--- src/rtl/rmw_and_pkg.sv ---
package rmw_and_pkg;

   localparam logic [1:0] HT_IDLE   = 2'b00;
   localparam logic [1:0] HT_NONSEQ = 2'b10;

   typedef enum logic [1:0] {
      ST_PASS,   // forwarding master transfers
      ST_RD,     // slave read data phase, master held
      ST_WA,     // write-back address phase, master held
      ST_WD      // write-back data phase, next address forwarded
   } rmw_state_e;

endpackage

--- src/rtl/rmw_and_decode.sv ---
module rmw_and_decode #(
   parameter int         ADDR_W      = 32,
   parameter int         OFFSET_W    = 20,
   parameter logic [2:0] REGION_CODE = 3'b010,
   parameter logic [2:0] AND_CODE    = 3'b001
) (
   input  logic [ADDR_W-1:0] haddr_i,
   input  logic [1:0]        htrans_i,
   input  logic              hwrite_i,
   output logic              hit_o,
   output logic [ADDR_W-1:0] target_o
);
   localparam logic [ADDR_W-1:0] KEEP_MASK =
      {3'b111, {(ADDR_W-3){1'b0}}} | ((ADDR_W'(1) << OFFSET_W) - ADDR_W'(1));

   if (OFFSET_W > ADDR_W - 6) begin : g_bad_offset
      $error("rmw_and_decode: offset field overlaps the command field");
   end

   logic region_match;
   logic code_match;

   assign region_match = (haddr_i[ADDR_W-1 -: 3] == REGION_CODE);
   assign code_match   = (haddr_i[ADDR_W-4 -: 3] == AND_CODE);
   assign hit_o        = htrans_i[1] & hwrite_i & region_match & code_match;
   assign target_o     = haddr_i & KEEP_MASK;

endmodule

--- src/rtl/rmw_and_lanes.sv ---
module rmw_and_lanes #(
   parameter int DATA_W = 32,
   localparam int LANES = DATA_W / 8,
   localparam int LW    = $clog2(LANES)
) (
   input  logic [DATA_W-1:0] old_i,
   input  logic [DATA_W-1:0] opnd_i,
   input  logic [LW-1:0]     lane_i,
   input  logic [2:0]        size_i,
   output logic [DATA_W-1:0] res_o
);
   if (DATA_W % 8 != 0 || DATA_W < 16) begin : g_bad_width
      $error("rmw_and_lanes: data width must be whole bytes, at least 16");
   end

   for (genvar g = 0; g < LANES; g++) begin : g_lane
      logic sel;
      assign sel = ((LW'(g) >> size_i) == (lane_i >> size_i));
      assign res_o[g*8 +: 8] = sel ? (old_i[g*8 +: 8] & opnd_i[g*8 +: 8])
                                   : old_i[g*8 +: 8];
   end

endmodule

--- src/rtl/rmw_and_bridge.sv ---
module rmw_and_bridge
   import rmw_and_pkg::*;
#(
   parameter int         ADDR_W      = 32,
   parameter int         DATA_W      = 32,
   parameter int         OFFSET_W    = 20,
   parameter logic [2:0] REGION_CODE = 3'b010,
   parameter logic [2:0] AND_CODE    = 3'b001
) (
   input  logic              clk,
   input  logic              rst_n,
   input  logic [ADDR_W-1:0] m_haddr,
   input  logic [1:0]        m_htrans,
   input  logic              m_hwrite,
   input  logic [2:0]        m_hsize,
   input  logic [3:0]        m_hprot,
   input  logic [DATA_W-1:0] m_hwdata,
   output logic              m_hready,
   output logic [DATA_W-1:0] m_hrdata,
   output logic [ADDR_W-1:0] s_haddr,
   output logic [1:0]        s_htrans,
   output logic              s_hwrite,
   output logic [2:0]        s_hsize,
   output logic [3:0]        s_hprot,
   output logic [DATA_W-1:0] s_hwdata,
   input  logic              s_hready,
   input  logic [DATA_W-1:0] s_hrdata
);
   localparam int         LW     = $clog2(DATA_W / 8);
   localparam logic [2:0] SZ_MAX = 3'(LW);

   if (ADDR_W < 32) begin : g_bad_addr
      $error("rmw_and_bridge: address width below 32");
   end

   rmw_state_e        st_q;
   logic [ADDR_W-1:0] addr_q;
   logic [2:0]        size_q;
   logic [3:0]        prot_q;
   logic [DATA_W-1:0] wd_q;

   logic              hit;
   logic [ADDR_W-1:0] target;
   logic [DATA_W-1:0] merged;
   logic              fwd;
   logic              cmd_accept;

   rmw_and_decode #(
      .ADDR_W(ADDR_W), .OFFSET_W(OFFSET_W),
      .REGION_CODE(REGION_CODE), .AND_CODE(AND_CODE)
   ) u_decode (
      .haddr_i(m_haddr), .htrans_i(m_htrans), .hwrite_i(m_hwrite),
      .hit_o(hit), .target_o(target)
   );

   rmw_and_lanes #(.DATA_W(DATA_W)) u_lanes (
      .old_i(s_hrdata), .opnd_i(m_hwdata), .lane_i(addr_q[LW-1:0]),
      .size_i(size_q), .res_o(merged)
   );

   assign fwd        = (st_q == ST_PASS) || (st_q == ST_WD);
   assign cmd_accept = fwd && s_hready && hit;

   // master-facing data phase
   always_comb begin
      m_hready = fwd ? s_hready : 1'b0;
      m_hrdata = s_hrdata;
      s_hwdata = (st_q == ST_WD) ? wd_q : m_hwdata;
   end

   // slave-facing address phase
   always_comb begin
      s_haddr  = addr_q;
      s_hsize  = size_q;
      s_hprot  = prot_q;
      s_hwrite = 1'b0;
      s_htrans = HT_IDLE;
      case (st_q)
         ST_RD: s_htrans = HT_IDLE;
         ST_WA: begin
            s_htrans = HT_NONSEQ;
            s_hwrite = 1'b1;
         end
         default: begin
            s_htrans = m_htrans;
            s_hsize  = m_hsize;
            s_hprot  = m_hprot;
            s_haddr  = hit ? target : m_haddr;
            s_hwrite = hit ? 1'b0 : m_hwrite;
         end
      endcase
   end

   always_ff @(posedge clk or negedge rst_n) begin
      if (!rst_n) begin
         st_q   <= ST_PASS;
         addr_q <= '0;
         size_q <= '0;
         prot_q <= '0;
         wd_q   <= '0;
      end else begin
         case (st_q)
            ST_PASS, ST_WD: begin
               if (s_hready) begin
                  if (hit) begin
                     addr_q <= target;
                     size_q <= m_hsize;
                     prot_q <= m_hprot;
                     st_q   <= ST_RD;
                  end else begin
                     st_q   <= ST_PASS;
                  end
               end
            end
            ST_RD: begin
               if (s_hready) begin
                  wd_q <= merged;
                  st_q <= ST_WA;
               end
            end
            ST_WA: begin
               if (s_hready) st_q <= ST_WD;
            end
            default: st_q <= ST_PASS;
         endcase
      end
   end

   // an accepted command always holds the master in the next cycle
   p_stall_after_accept_r6: assert property (@(posedge clk) disable iff (!rst_n)
      cmd_accept |=> !m_hready);

   // nothing else is issued to the slave while the read is outstanding
   p_quiet_during_read_r4: assert property (@(posedge clk) disable iff (!rst_n)
      cmd_accept |=> (s_htrans == HT_IDLE));

   // a slave wait state always reaches the master
   p_wait_reaches_master_r7: assert property (@(posedge clk) disable iff (!rst_n)
      !s_hready |-> !m_hready);

   // write-back data stays steady across slave wait states
   p_wb_data_hold_r6: assert property (@(posedge clk) disable iff (!rst_n)
      (st_q == ST_WD && !s_hready) |=> $stable(s_hwdata));

   // command sizes stay within the data bus
   p_size_legal_r5: assert property (@(posedge clk) disable iff (!rst_n)
      cmd_accept |-> (m_hsize <= SZ_MAX));

endmodule

--- config.mk ---
export PLATFORM = sky130hd
export DESIGN_NAME = rmw_and_bridge
export DESIGN_NICKNAME = d
export VERILOG_FILES = /design/src/rtl/rmw_and_pkg.sv /design/src/rtl/rmw_and_decode.sv /design/src/rtl/rmw_and_lanes.sv /design/src/rtl/rmw_and_bridge.sv
export SDC_FILE = /design/constraint.sdc
export NUM_CORES = 1
export LEC_CHECK = 0
export ABC_AREA = 1
export BUFFER_PORTS_ARGS = -buffer_cell sky130_fd_sc_hd__buf_2
export CAP_MARGIN = 20
export CORE_MARGIN = 8
export CORE_UTILIZATION = 45
export CTS_CLUSTER_DIAMETER = 120
export CTS_CLUSTER_SIZE = 40
export DETAILED_ROUTE_END_ITERATION = 10
export GPL_ROUTABILITY_DRIVEN = 1
export PLACE_DENSITY = 0.77
export SYNTH_ARGS = -nofsm -noshare
export SYNTH_HDL_FRONTEND = slang
export SYNTH_SLANG_ARGS = --single-unit
--- constraint.sdc ---
create_clock -name clk -period 1.7 [get_ports clk]
set_clock_uncertainty 0.2 [all_clocks]
set_input_delay 0.17 -clock clk [delete_from_list [all_inputs] [get_ports clk]]
set_output_delay 0.17 -clock clk [all_outputs]
set_load 0.01 [all_outputs]
== After elaboration in Yosys (flattened, before gate mapping) ==
Cells that the tools add are included.

* Register bits after elaboration: 64
* Input port bits: 109
* Output and inout port bits: 107
* Word-level logic and storage cells: 54

* Equal/unequal tests: 12
* Shift-type cells: 5
* Mux-type cells: 18
* Bitwise operators: 7
* Reductions and logical operators: 7

{| class="wikitable"
|+ Operators with widths
! kind !! count
|-
| $mux W32 || 2
|-
| $and A8 B8 Y8 || 4
|-
| $mux W8 || 4
|-
| $mux W29 || 1
|-
| $eq A2 B2 Y1 || 4
|-
| $mux W2 || 3
|-
| $ne A2 B2 Y1 const B || 3
|-
| $pmux W2 S3 || 1
|-
| $reduce_and A3 Y1 || 2
|-
| $shr A1 B3 Y2 const A || 2
|-
| $shr A2 B3 Y2 const A || 2
|-
| $eq A2 B2 Y1 const B || 2
|-
| $mux W4 || 1
|-
| $pmux W2 S2 || 1
|-
| $reduce_or A2 Y1 || 2
|-
| $and A1 B1 Y1 || 3
|-
| $eq A3 B1 Y1 const B || 1
|-
| $eq A3 B2 Y1 const B || 1
|-
| $mux W1 || 3
|-
| $mux W3 || 1
|-
| $shr A2 B3 Y2 || 1
|-
| $eq A2 B1 Y1 const B || 1
|-
| $logic_not A2 Y1 || 1
|-
| $pmux W1 S2 || 1
|-
| other kinds (2) || 2
|}

== Logic depth before layout (Yosys ltp) ==
Gate-level depths: netlist (run 1).

* Word-level depth: 6
* Gate-level depth with buffers: 8
* Gate-level depth less buffers: 7

== Modules after synthesis ==
From an unflattened synthesis (run 1), not the netlist that was laid out.

* Cell total of the unflattened synthesis: 745
* Area total of the unflattened synthesis: 5,285.1 um^2

{| class="wikitable"
|+ By module, submodules not included
! module !! instances !! cells an instance !! area each (um^2) !! seq. area each (um^2)
|-
| rmw_and_bridge || 1 || 526 || 4,226.6 || 1,826.8
|-
| rmw_and_lanes || 1 || 176 || 772.0 || 0.0
|-
| rmw_and_decode || 1 || 43 || 286.5 || 0.0
|}

== Least setup slack after synthesis (run 1) ==
Ideal clock, no wire load.

* Path type: register -> output
* Start: register st_q[0]
* End: output s_hwrite
* Arrival time: 1.288 ns
* Data required time: 1.330 ns
* Path slack: 0.042 ns
* Stages on the path, launching flop included: 7
* Path buffers: 2
* Cells stage by stage: dfrtp_1 -> inv_1 -> ha_1 -> buf_2 -> buf_2 -> nand3_1 -> nand2_1

* Cells in the longest elaborated chain, start to end: 2
* Elaborated cells on any way between the ends: 3
* Those cells by class: eq/ne (2); mux (1)

{| class="wikitable"
|+ RTL lines
! item !! line !! RTL
|-
| start, declared || rmw_and_bridge.sv:36 || <nowiki>rmw_state_e st_q;</nowiki>
|-
| start signal, assigned || rmw_and_bridge.sv:96 || <nowiki>st_q <= ST_PASS;</nowiki>
|-
| start signal, assigned || rmw_and_bridge.sv:109 || <nowiki>st_q <= ST_RD;</nowiki>
|-
| start signal, assigned || rmw_and_bridge.sv:111 || <nowiki>st_q <= ST_PASS;</nowiki>
|-
| $eq A2 B2 Y1 or $eq A2 B1 Y1 (tied branches) || rmw_and_bridge.sv:78 || <nowiki>case (st_q)</nowiki>
|-
| $pmux W1 S2 * || rmw_and_bridge.sv:78 ||
|-
| end, declared || rmw_and_bridge.sv:22 || <nowiki>output logic s_hwrite,</nowiki>
|}

Mark *: on every way between the ends. The rest lies on a longest branch, timed or not.

== Worst setup path after layout (run 1) ==
* Start: register st_q[1]
* End: output s_hwrite

Same word-level chain as after synthesis.

==> results.json, run 1 <==
{
  "worstSkewPairLatency_ps": 340,
  "worst_ep_required_time_ps": 1330,
  "gp_congestion": 0.8931,
  "viasPerCell": 4.928,
  "drt-total-wl_um": 16980,
  "worstHoldPathCells": 5,
  "swShare": 0.4160,
  "first_pass_iters": 5,
  "dieWidth_um": 112.4,
  "hold_path_class": "input pin to flip-flop",
  "r2r_start": "st_q[1]",
  "regToRegSetupSlack_ps": -280,
  "post_synth.cell_area_avg_um2": 6.384,
  "overflow": 0,
  "ys_types": 19,
  "syn_nets": 767,
  "nNetsFinal": 1055,
  "fin_util": 0.7585,
  "synth_cells": 655,
  "worst-endpoint-arrival_ps": 1620,
  "core_mm2": 0.009109,
  "cts_tree": "done",
  "numPortBuffers": 215,
  "final.fill_count": 624,
  "max-vdd-ir-drop_uv": 1412,
  "worst_pin_slew_ps": 492.5,
  "worstSetupPathType": "flip-flop to output pin",
  "fin_area_mm2": 0.006909,
  "p_leak_uw": 0.004061,
  "hpwl_um": 9213,
  "finalSetupTns_ps": -24070,
  "p_int_uw": 5580,
  "layout_common_cells": "nand2_1, buf_2, dlygate4sd3_1",
  "cts_max_level": 3,
  "numCtsBuffers": 9,
  "clockBufferDepth": 2,
  "fmax_ghz": 0.5021,
  "pwr-share-clk": 0.169,
  "grt_setup_unrepaired": "true",
  "die_h_um": 112.4,
  "start_kind": "flip-flop",
  "grt_pass1_vias": 5041,
  "worstHoldEndpoint": "addr_q[15]",
  "wl_per_cell_um": 16.01,
  "seq_area_frac_synth": 0.3830,
  "outcome": "finished with violations",
  "area_growth_pct": 65.23,
  "r2r_cells": 9,
  "cts-root-buf": "clkbuf_8",
  "relSlewSlack": 0.6713,
  "cts_sinks": 64,
  "drv_cap": 0,
  "maxSlewViolCount": 0,
  "period_needed_ps": 1992,
  "power.density_mw_per_mm2": 1383,
  "ys_warn_count": 0,
  "grt_first_pass_wirelength_um": 25250,
  "rows": 35,
  "power_uw": 9556,
  "hold_start": "m_htrans[1]",
  "drtIter0Drc": 383,
  "start_util": 0.4591,
  "synthesis.area_mm2": 0.004182,
  "finalHoldViolCount": 0,
  "fp.dieArea_mm2": 0.01263,
  "vias": 5229,
  "cp-end-kind": "output pin",
  "path_max_fanout": 19,
  "power_frac_comb": 0.603,
  "setup_viol": 108,
  "ant_nets": 0,
  "post-route-period-util": 1.172,
  "seqPwrFrac": 0.228,
  "violations": "setup timing",
  "clk_transition_reported_paths_ps": 80,
  "netSwitchingPower_uw": 3975,
  "placed_area_mm2": 0.005207,
  "drive_gt1_frac": 0.3333,
  "fin_ws_ps": -291.6,
  "grt_max_degree": 65,
  "track_usage": 0.2446,
  "layout_commonest_cell": "nand2_1",
  "r2r-end": "addr_q[11]",
  "synth-seq-cells": 64,
  "antenna_found_initial": 1,
  "drcViolationCount": 0,
  "pin_count": 216
}
[Yosys cell counts, drive strengths merged]
master / instances / share of area
nand4: 27 / 0.040
nand3: 2 / 0.0024
ha: 3 / 0.0090
buf: 56 / 0.095
dfrtp: 64 / 0.38
a21oi: 2 / 0.0024
o21ai: 39 / 0.048
clkbuf: 8 / 0.0072
nand2: 320 / 0.29
inv: 89 / 0.080
nor2: 45 / 0.042
[layer usage]
layer,track usage,vias up,part of all wire
met3,0.06817,42,0.087
li1,-,2508,-
met2,0.4267,294,0.52
met1,0.2750,2385,0.36
met5,0,-,0
met4,0.1016,0,0.027
[timing repair]
item / 4_1_cts / 5_1_grt
pin swaps: 0 / 15
setup endpoints to repair: 75 / 137
endpoints found under the hold margin: 125 / 0
setup buffers: 3 / 3
resized for setup: 54 / 50
cloned: 2 / 7
hold buffers: 93 / 0
[per-stage QoR]
step	hold WS (ps)	std cells	setup WS (ps)
floorplan	-325.6	655	41.99
global placement	5.784	935	19.39
detailed placement	9.064	935	6.978
CTS	65.55	1049	-260.3
global route	96.71	1061	-346.8
finish	103.2	1061	-291.6
[layout make-up]
class                           count  area (um^2)  area share
Tap cell                          111        138.9     0.02010
Multi-Input combinational cell    438         2006      0.2903
Inverter                           89        336.6     0.04871
Sequential cell                    64         1602      0.2318
Clock buffer                        9        123.9     0.01793
Antenna cell                        2        5.005   0.0007244
Timing Repair Buffer              341         2577      0.3731
Clock inverter                      7        120.1     0.01738
[kinds of logic after synthesis]
kind of cell | synth area share
fa+ha+maj | 0.008978
flops | 0.3830
compound gates | 0.05087
simple gates | 0.3752
buf+inv | 0.1819
[sequential cells by signal (all words and copies together), names as in the netlist]
signal and count:
size_q 3, wd_q 32, st_q 2, addr_q 23
prot_q 4
[power by group through the flow]
stage	registers [uW]	clock network (uW)	logic (uW)
after floorplan	2140	0	2380
after global routing	2220	1720	6230
after global placement	2170	0	4000
after CTS	2160	1640	4870
after detailed placement	2180	0	4050
final	2180	1620	5760
[worst max-delay path, stage by stage (launching register included)]
cell     delay, ps
dfrtp_1        420
ha_4           330
buf_12         170
nand3_1        110
nand2_1        120
buf_6          120
[worst max-delay path by stage]
| stage | start | endpoint | cells after the start |
|---|---|---|---|
| global route | st_q[1] | s_haddr[22] | 5 |
| CTS | st_q[1] | s_hsize[2] | 6 |
| detailed placement | st_q[0] | s_haddr[31] | 7 |
| global placement | st_q[0] | s_hwdata[15] | 5 |
| finish | st_q[1] | s_hwrite | 5 |
| floorplan | st_q[0] | s_hwrite | 6 |
No activity file was read; power rests on OpenSTA's default activity.
==> run 2, diff against run 1 <==
--- a/config.mk
+++ b/config.mk
@@ -10,11 +10,12 @@
 export CAP_MARGIN = 20
 export CORE_MARGIN = 8
 export CORE_UTILIZATION = 45
+export CTS_BUF_LIST = sky130_fd_sc_hd__clkbuf_4 sky130_fd_sc_hd__clkbuf_8
 export CTS_CLUSTER_DIAMETER = 120
 export CTS_CLUSTER_SIZE = 40
 export DETAILED_ROUTE_END_ITERATION = 10
 export GPL_ROUTABILITY_DRIVEN = 1
-export PLACE_DENSITY = 0.77
+export PLACE_DENSITY = 0.84
 export SYNTH_ARGS = -nofsm -noshare
 export SYNTH_HDL_FRONTEND = slang
 export SYNTH_SLANG_ARGS = --single-unit
==> constraint.sdc (replaced) <==
create_clock -name clk -period 1.7 [get_ports clk]
set_clock_uncertainty 0.2 [all_clocks]
set_input_delay 0.34 -clock clk [delete_from_list [all_inputs] [get_ports clk]]
set_output_delay 0.34 -clock clk [all_outputs]
set_load 0.01 [all_outputs]
==> run 2 against run 1 <==
Effect of this change:
- the flow still finishes with violations (setup timing)
- sequential share of layout area is 2.9 points higher
- flip-flop and latch count is the same
- power about the same
- utilization down 8.5 points
- die area unchanged
- via count fell by 9.1%
- setup slack got worse by 180 ps
- hold slack got worse by 41 ps
- clock power rose by 7%
- largest cell class is now multi-input combinational cells
==> results.json, run 2 (same netlist as run 1, synthesis figures left out) <==
{
  "outcome": "finished with violations",
  "violations": "setup timing",
  "swShare": 0.4052,
  "dieWidth_um": 112.4,
  "dp_slack_ps": -131.0,
  "die_h_um": 112.4,
  "grt_setup_unrepaired": "true",
  "area_growth_pct": 46.65,
  "holdWs_ps": 62.46,
  "netSwitchingPower_uw": 3873,
  "grt_max_degree": 65,
  "seqPwrFrac": 0.228,
  "numCtsBuffers": 9,
  "drive_gt1_frac": 0.3718,
  "grt_first_pass_wirelength_um": 22130,
  "cp_cell_sequence": "ha_4 > buf_8 > buf_12 > nand2_8 > nor2_2 > buf_2",
  "reg_top3": "wd_q: 32 flops, addr_q: 23 flops, prot_q: 4 flops",
  "layout_commonest_cell": "nand2_1",
  "path_max_fanout": 8,
  "numPortBuffers": 215,
  "gp_congestion": 0.8072,
  "nNetsFinal": 973,
  "r2r_cells": 10,
  "worstSetupPathType": "flip-flop to output pin",
  "clk_transition_reported_paths_ps": 70,
  "grt_pass1_vias": 4593,
  "slowest_delay_ps": 410,
  "wl_met2_um": 6601,
  "r2r-end": "addr_q[10]",
  "worstHoldEndpoint": "addr_q[14]",
  "dp_cells": 938,
  "fp.dieArea_mm2": 0.01263,
  "clockBufferDepth": 2,
  "finalHoldViolCount": 0,
  "drv_cap": 0,
  "hold_path_class": "input pin to flip-flop",
  "cp-end-kind": "output pin",
  "critPathBufInv": 3,
  "pwr-share-clk": 0.182,
  "start_util": 0.4591,
  "drt-total-wl_um": 14210,
  "cts_tree": "done",
  "pin_count": 216,
  "p_leak_uw": 0.003759,
  "viasPerCell": 4.863,
  "worstHoldPathCells": 3,
  "hold_start": "m_haddr[14]",
  "fmax_ghz": 0.4598,
  "wl_met1_um": 6030,
  "core_mm2": 0.009109,
  "relSlewSlack": 0.6615,
  "hpwl_um": 9455,
  "track_usage": 0.2117,
  "period_needed_ps": 2175,
  "cts_max_level": 3,
  "insertedDiodeCount": 0,
  "routed-wl-met3_um": 1314,
  "worst-endpoint-arrival_ps": 1630,
  "layout_common_cells": "nand2_1, buf_2, inv_1",
  "ant_nets": 0,
  "power.density_mw_per_mm2": 1559,
  "wl_per_cell_um": 14.54,
  "worstSkewPairLatency_ps": 340,
  "overflow": 0,
  "post-route-period-util": 1.279,
  "rows": 35,
  "worst_ep_required_time_ps": 1160,
  "drtIter0Drc": 346,
  "cts-root-buf": "clkbuf_8",
  "worst_pin_slew_ps": 507.6,
  "regToRegSetupSlack_ps": -370,
  "power_frac_comb": 0.590,
  "cts_sinks": 64,
  "start_kind": "flip-flop",
  "fin_ws_ps": -474.9,
  "cp_top_family": "buffers and inverters",
  "final.fill_count": 753,
  "r2r_start": "st_q[1]",
  "drcViolationCount": 0,
  "power_uw": 9558,
  "seq_area_mm2": 0.001602,
  "maxSlewViolCount": 0,
  "slowest_stage": "dfrtp_1",
  "max-vdd-ir-drop_uv": 1655,
  "multi_input_area_mm2": 0.002002,
  "highest_layer": "met4",
  "top_register": "wd_q",
  "setup_viol": 106,
  "finalNonFillerCells": 977,
  "antenna_found_initial": 0,
  "first_pass_iters": 6,
  "largest_reg_flops": 32,
  "vias": 4751,
  "p_int_uw": 5686,
  "fin_util": 0.6732
}
[run 2: cell count changes in the layout (fill, tap and decap cells not counted), sizes merged]
cell	previous run	this run
diode	2	0
clkbuf	14	13
buf	243	254
dlygate4sd3	93	1
clkinvlp	1	2
clkinv	3	1
bufinv	3	4
[run 2: stage by stage]
stage / cell area (um^2) / setup TNS (ps)
after global placement: 5218 / -2681
after CTS: 5934 / -39960
final: 6132 / -40210
after floorplan: 4208 / -974.4
after global routing: 6132 / -48420
after detailed placement: 5218 / -4087
[run 2: cell type report]
class	instances	share of cell area
multi-input cells	438	0.3265
repair buffers	259	0.2916
flip-flops and latches	64	0.2612
inverters	89	0.05448
clock inverters	7	0.02346
well taps	111	0.02265
clock buffers	9	0.02020
[run 2: power groups by stage]
stage / clock [uW] / combinational (uW) / sequential (uW)
3_3_place_gp: 0 / 4010 / 2180
2_1_floorplan: 0 / 2490 / 2150
5_1_grt: 1820 / 6110 / 2230
4_1_cts: 1760 / 5270 / 2170
3_5_place_dp: 0 / 4060 / 2200
6_report: 1740 / 5640 / 2180
[run 2: worst max path at each step]
stage	from	cells after the start	to
floorplan	st_q[1]	4	s_hwdata[23]
global placement	st_q[0]	7	s_haddr[31]
detailed placement	st_q[0]	7	s_haddr[29]
CTS	st_q[1]	6	s_haddr[21]
global route	st_q[1]	6	s_hwdata[22]
finish	st_q[1]	6	s_haddr[21]
[run 2: worst register-to-register path, cell delays in order (launching register included)]
cell     delay, ps
dfrtp_1        410
ha_4           300
buf_8          140
buf_4          130
nand2_2         50
inv_2           90
buf_6          120
nand3_4        170
buf_12         200
nand2_1         70
nand2_1         80
[run 2: routing by layer]
| layer | GRT usage | vias to the layer above |
|---|---|---|
| met5 | 0 | - |
| met4 | 0.06924 | 0 |
| met3 | 0.06710 | 24 |
| met2 | 0.3589 | 247 |
| met1 | 0.2484 | 2130 |
| li1 | - | 2350 |
[run 2: what timing repair did]
item                       in CTS  in global routing
buffers inserted                7                  0
setup endpoints to repair      91                128
gates cloned                   10                  5
hold endpoints to repair       64                  0
pin swaps                      14                  3
resized for setup              75                 26
hold buffers                    1                  0
==> run 3, diff against run 2 <==
--- a/config.mk
+++ b/config.mk
@@ -15,6 +15,7 @@
 export CTS_CLUSTER_SIZE = 40
 export DETAILED_ROUTE_END_ITERATION = 10
 export GPL_ROUTABILITY_DRIVEN = 1
+export HOLD_SLACK_MARGIN = 0.1
 export PLACE_DENSITY = 0.84
 export SYNTH_ARGS = -nofsm -noshare
 export SYNTH_HDL_FRONTEND = slang
==> run 3 against run 2 <==
Effect of this change:
- the flow still finishes with violations (setup timing)
- design area increased by 12%
- clock power about the same
- first-iteration DRC count increased by 77%
- largest power group unchanged
==> results.json, run 3 (same netlist as run 1, synthesis figures left out) <==
{
  "wl_per_cell_um": 16.77,
  "post-route-period-util": 1.290,
  "viasPerCell": 5.120,
  "numCtsBuffers": 9,
  "critPathBufInv": 4,
  "slowest_delay_ps": 390,
  "maxSlewViolCount": 0,
  "core_mm2": 0.009109,
  "reg_top3": "wd_q: 32 flops, addr_q: 23 flops, prot_q: 4 flops",
  "grt_max_degree": 65,
  "outcome": "finished with violations",
  "cts_tree": "done",
  "worst-endpoint-arrival_ps": 1650,
  "cts_sinks": 64,
  "dp_slack_ps": -131.0,
  "hold_path_class": "input pin to flip-flop",
  "worst_ep_required_time_ps": 1160,
  "gp_congestion": 0.8072,
  "numPortBuffers": 215,
  "start_kind": "flip-flop",
  "path_common_cell": "inv_2",
  "top_register": "wd_q",
  "drv_cap": 0,
  "cp-end-kind": "output pin",
  "cp_top_family": "buffers and inverters",
  "path_max_fanout": 13,
  "nNetsFinal": 1034,
  "rows": 35,
  "drive_gt1_frac": 0.3635,
  "fmax_ghz": 0.4560,
  "relSlewSlack": 0.6471,
  "finalHoldViolCount": 0,
  "layout_common_cells": "nand2_1, buf_2, inv_1",
  "pin_count": 216,
  "ant_nets": 0,
  "die_h_um": 112.4,
  "grt_pass1_vias": 5164,
  "holdWs_ps": 114.6,
  "start_util": 0.4591,
  "cp_cell_sequence": "inv_2 > ha_4 > inv_2 > buf_12 > nand2_1 > o21ai_2 > buf_2",
  "worst_pin_slew_ps": 529.2,
  "vias": 5315,
  "cts_max_level": 3,
  "violations": "setup timing",
  "power.density_mw_per_mm2": 1484,
  "area_growth_pct": 64.03,
  "largest_reg_flops": 32,
  "fin_ws_ps": -492.9,
  "layout_commonest_cell": "nand2_1",
  "hold_start": "s_hrdata[16]",
  "setup_viol": 106,
  "insertedDiodeCount": 0,
  "r2r_start": "st_q[1]",
  "hpwl_um": 9455,
  "p_leak_uw": 0.004065,
  "fin_util": 0.7530,
  "clk_transition_reported_paths_ps": 80,
  "slowest_stage": "dfrtp_1",
  "track_usage": 0.2394,
  "first_pass_iters": 5,
  "period_needed_ps": 2193,
  "crit_start": "st_q[0]",
  "dieWidth_um": 112.4,
  "fp.dieArea_mm2": 0.01263,
  "worstSetupPathType": "flip-flop to output pin",
  "grt_setup_unrepaired": "true",
  "max-vdd-ir-drop_uv": 1651,
  "drtIter0Drc": 611,
  "cts-root-buf": "clkbuf_8",
  "drt-total-wl_um": 17410,
  "antenna_found_initial": 0,
  "overflow": 0,
  "clockBufferDepth": 2,
  "drcViolationCount": 0,
  "worstSkewPairLatency_ps": 340,
  "grt_first_pass_wirelength_um": 24850
}
-- run 3: cell count changes in the layout (fill, tap and decap cells not counted), sizes merged --
cell	delta
dlygate4sd3	+58
buf	+2
clkbuf	+1
-- run 3: final timing paths --
check / slack [ps] / depth (start not counted) / endpoint
worst max register to register: -410 / 11 / addr_q[16]
worst min-delay path: 110 / 5 / wd_q[16]
worst max-delay path: -490 / 7 / s_haddr[29]
max in group asynchronous: 650 / 3 / wd_q[22]
worst min register to register: 280 / 2 / wd_q[10]
min in group asynchronous: 380 / 3 / wd_q[11]
-- run 3: layout make-up --
| type | instances | area [um^2] |
|---|---|---|
| clock buffers | 9 | 123.9 |
| clock inverters | 7 | 143.9 |
| fillers | 615 | 2250 |
| inverters | 89 | 336.6 |
| multi-input cells | 438 | 2059 |
| flip-flops and latches | 64 | 1602 |
| well taps | 111 | 138.9 |
| repair buffers | 320 | 2455 |
-- run 3: per-layer routing --
layer  part of all wire  track usage  vias to the layer above
li1                   -            -                     2467
met4              0.027      0.09712                        0
met5                  0            0                        -
met1               0.37       0.2662                     2447
met3               0.10      0.06119                       49
met2               0.50       0.4263                      352
-- run 3: tightest hold or removal path: stages --
cell,delay [ps]
buf_2,100
inv_1,40
nor2_1,40
nand2_1,50
nand2_1,50
-- run 3: per-stage QoR --
step | setup TNS [ps] | area (um^2) | total power, uW | cells
2_1_floorplan | -974.4 | 4208 | 4633 | 655
3_3_place_gp | -2681 | 5218 | 6188 | 938
3_5_place_dp | -4087 | 5218 | 6257 | 938
4_1_cts | -39960 | 6515 | 9294 | 1030
5_1_grt | -49440 | 6859 | 10730 | 1038
6_report | -41800 | 6859 | 10180 | 1038
-- run 3: power by group --
| part | internal, uW | total [uW] | switching, uW |
|---|---|---|---|
| registers | 1940 | 2190 | 244 |
| logic | 2920 | 6250 | 3330 |
| clock network | 1120 | 1740 | 619 |
-- run 3: repair_timing --
item / 4_1_cts / 5_1_grt
buffers inserted: 7 / 3
resized for setup: 75 / 55
setup endpoints to repair: 91 / 131
hold buffers: 59 / 0
cloned: 10 / 7
pin swaps: 14 / 14
hold endpoints to repair: 115 / 0
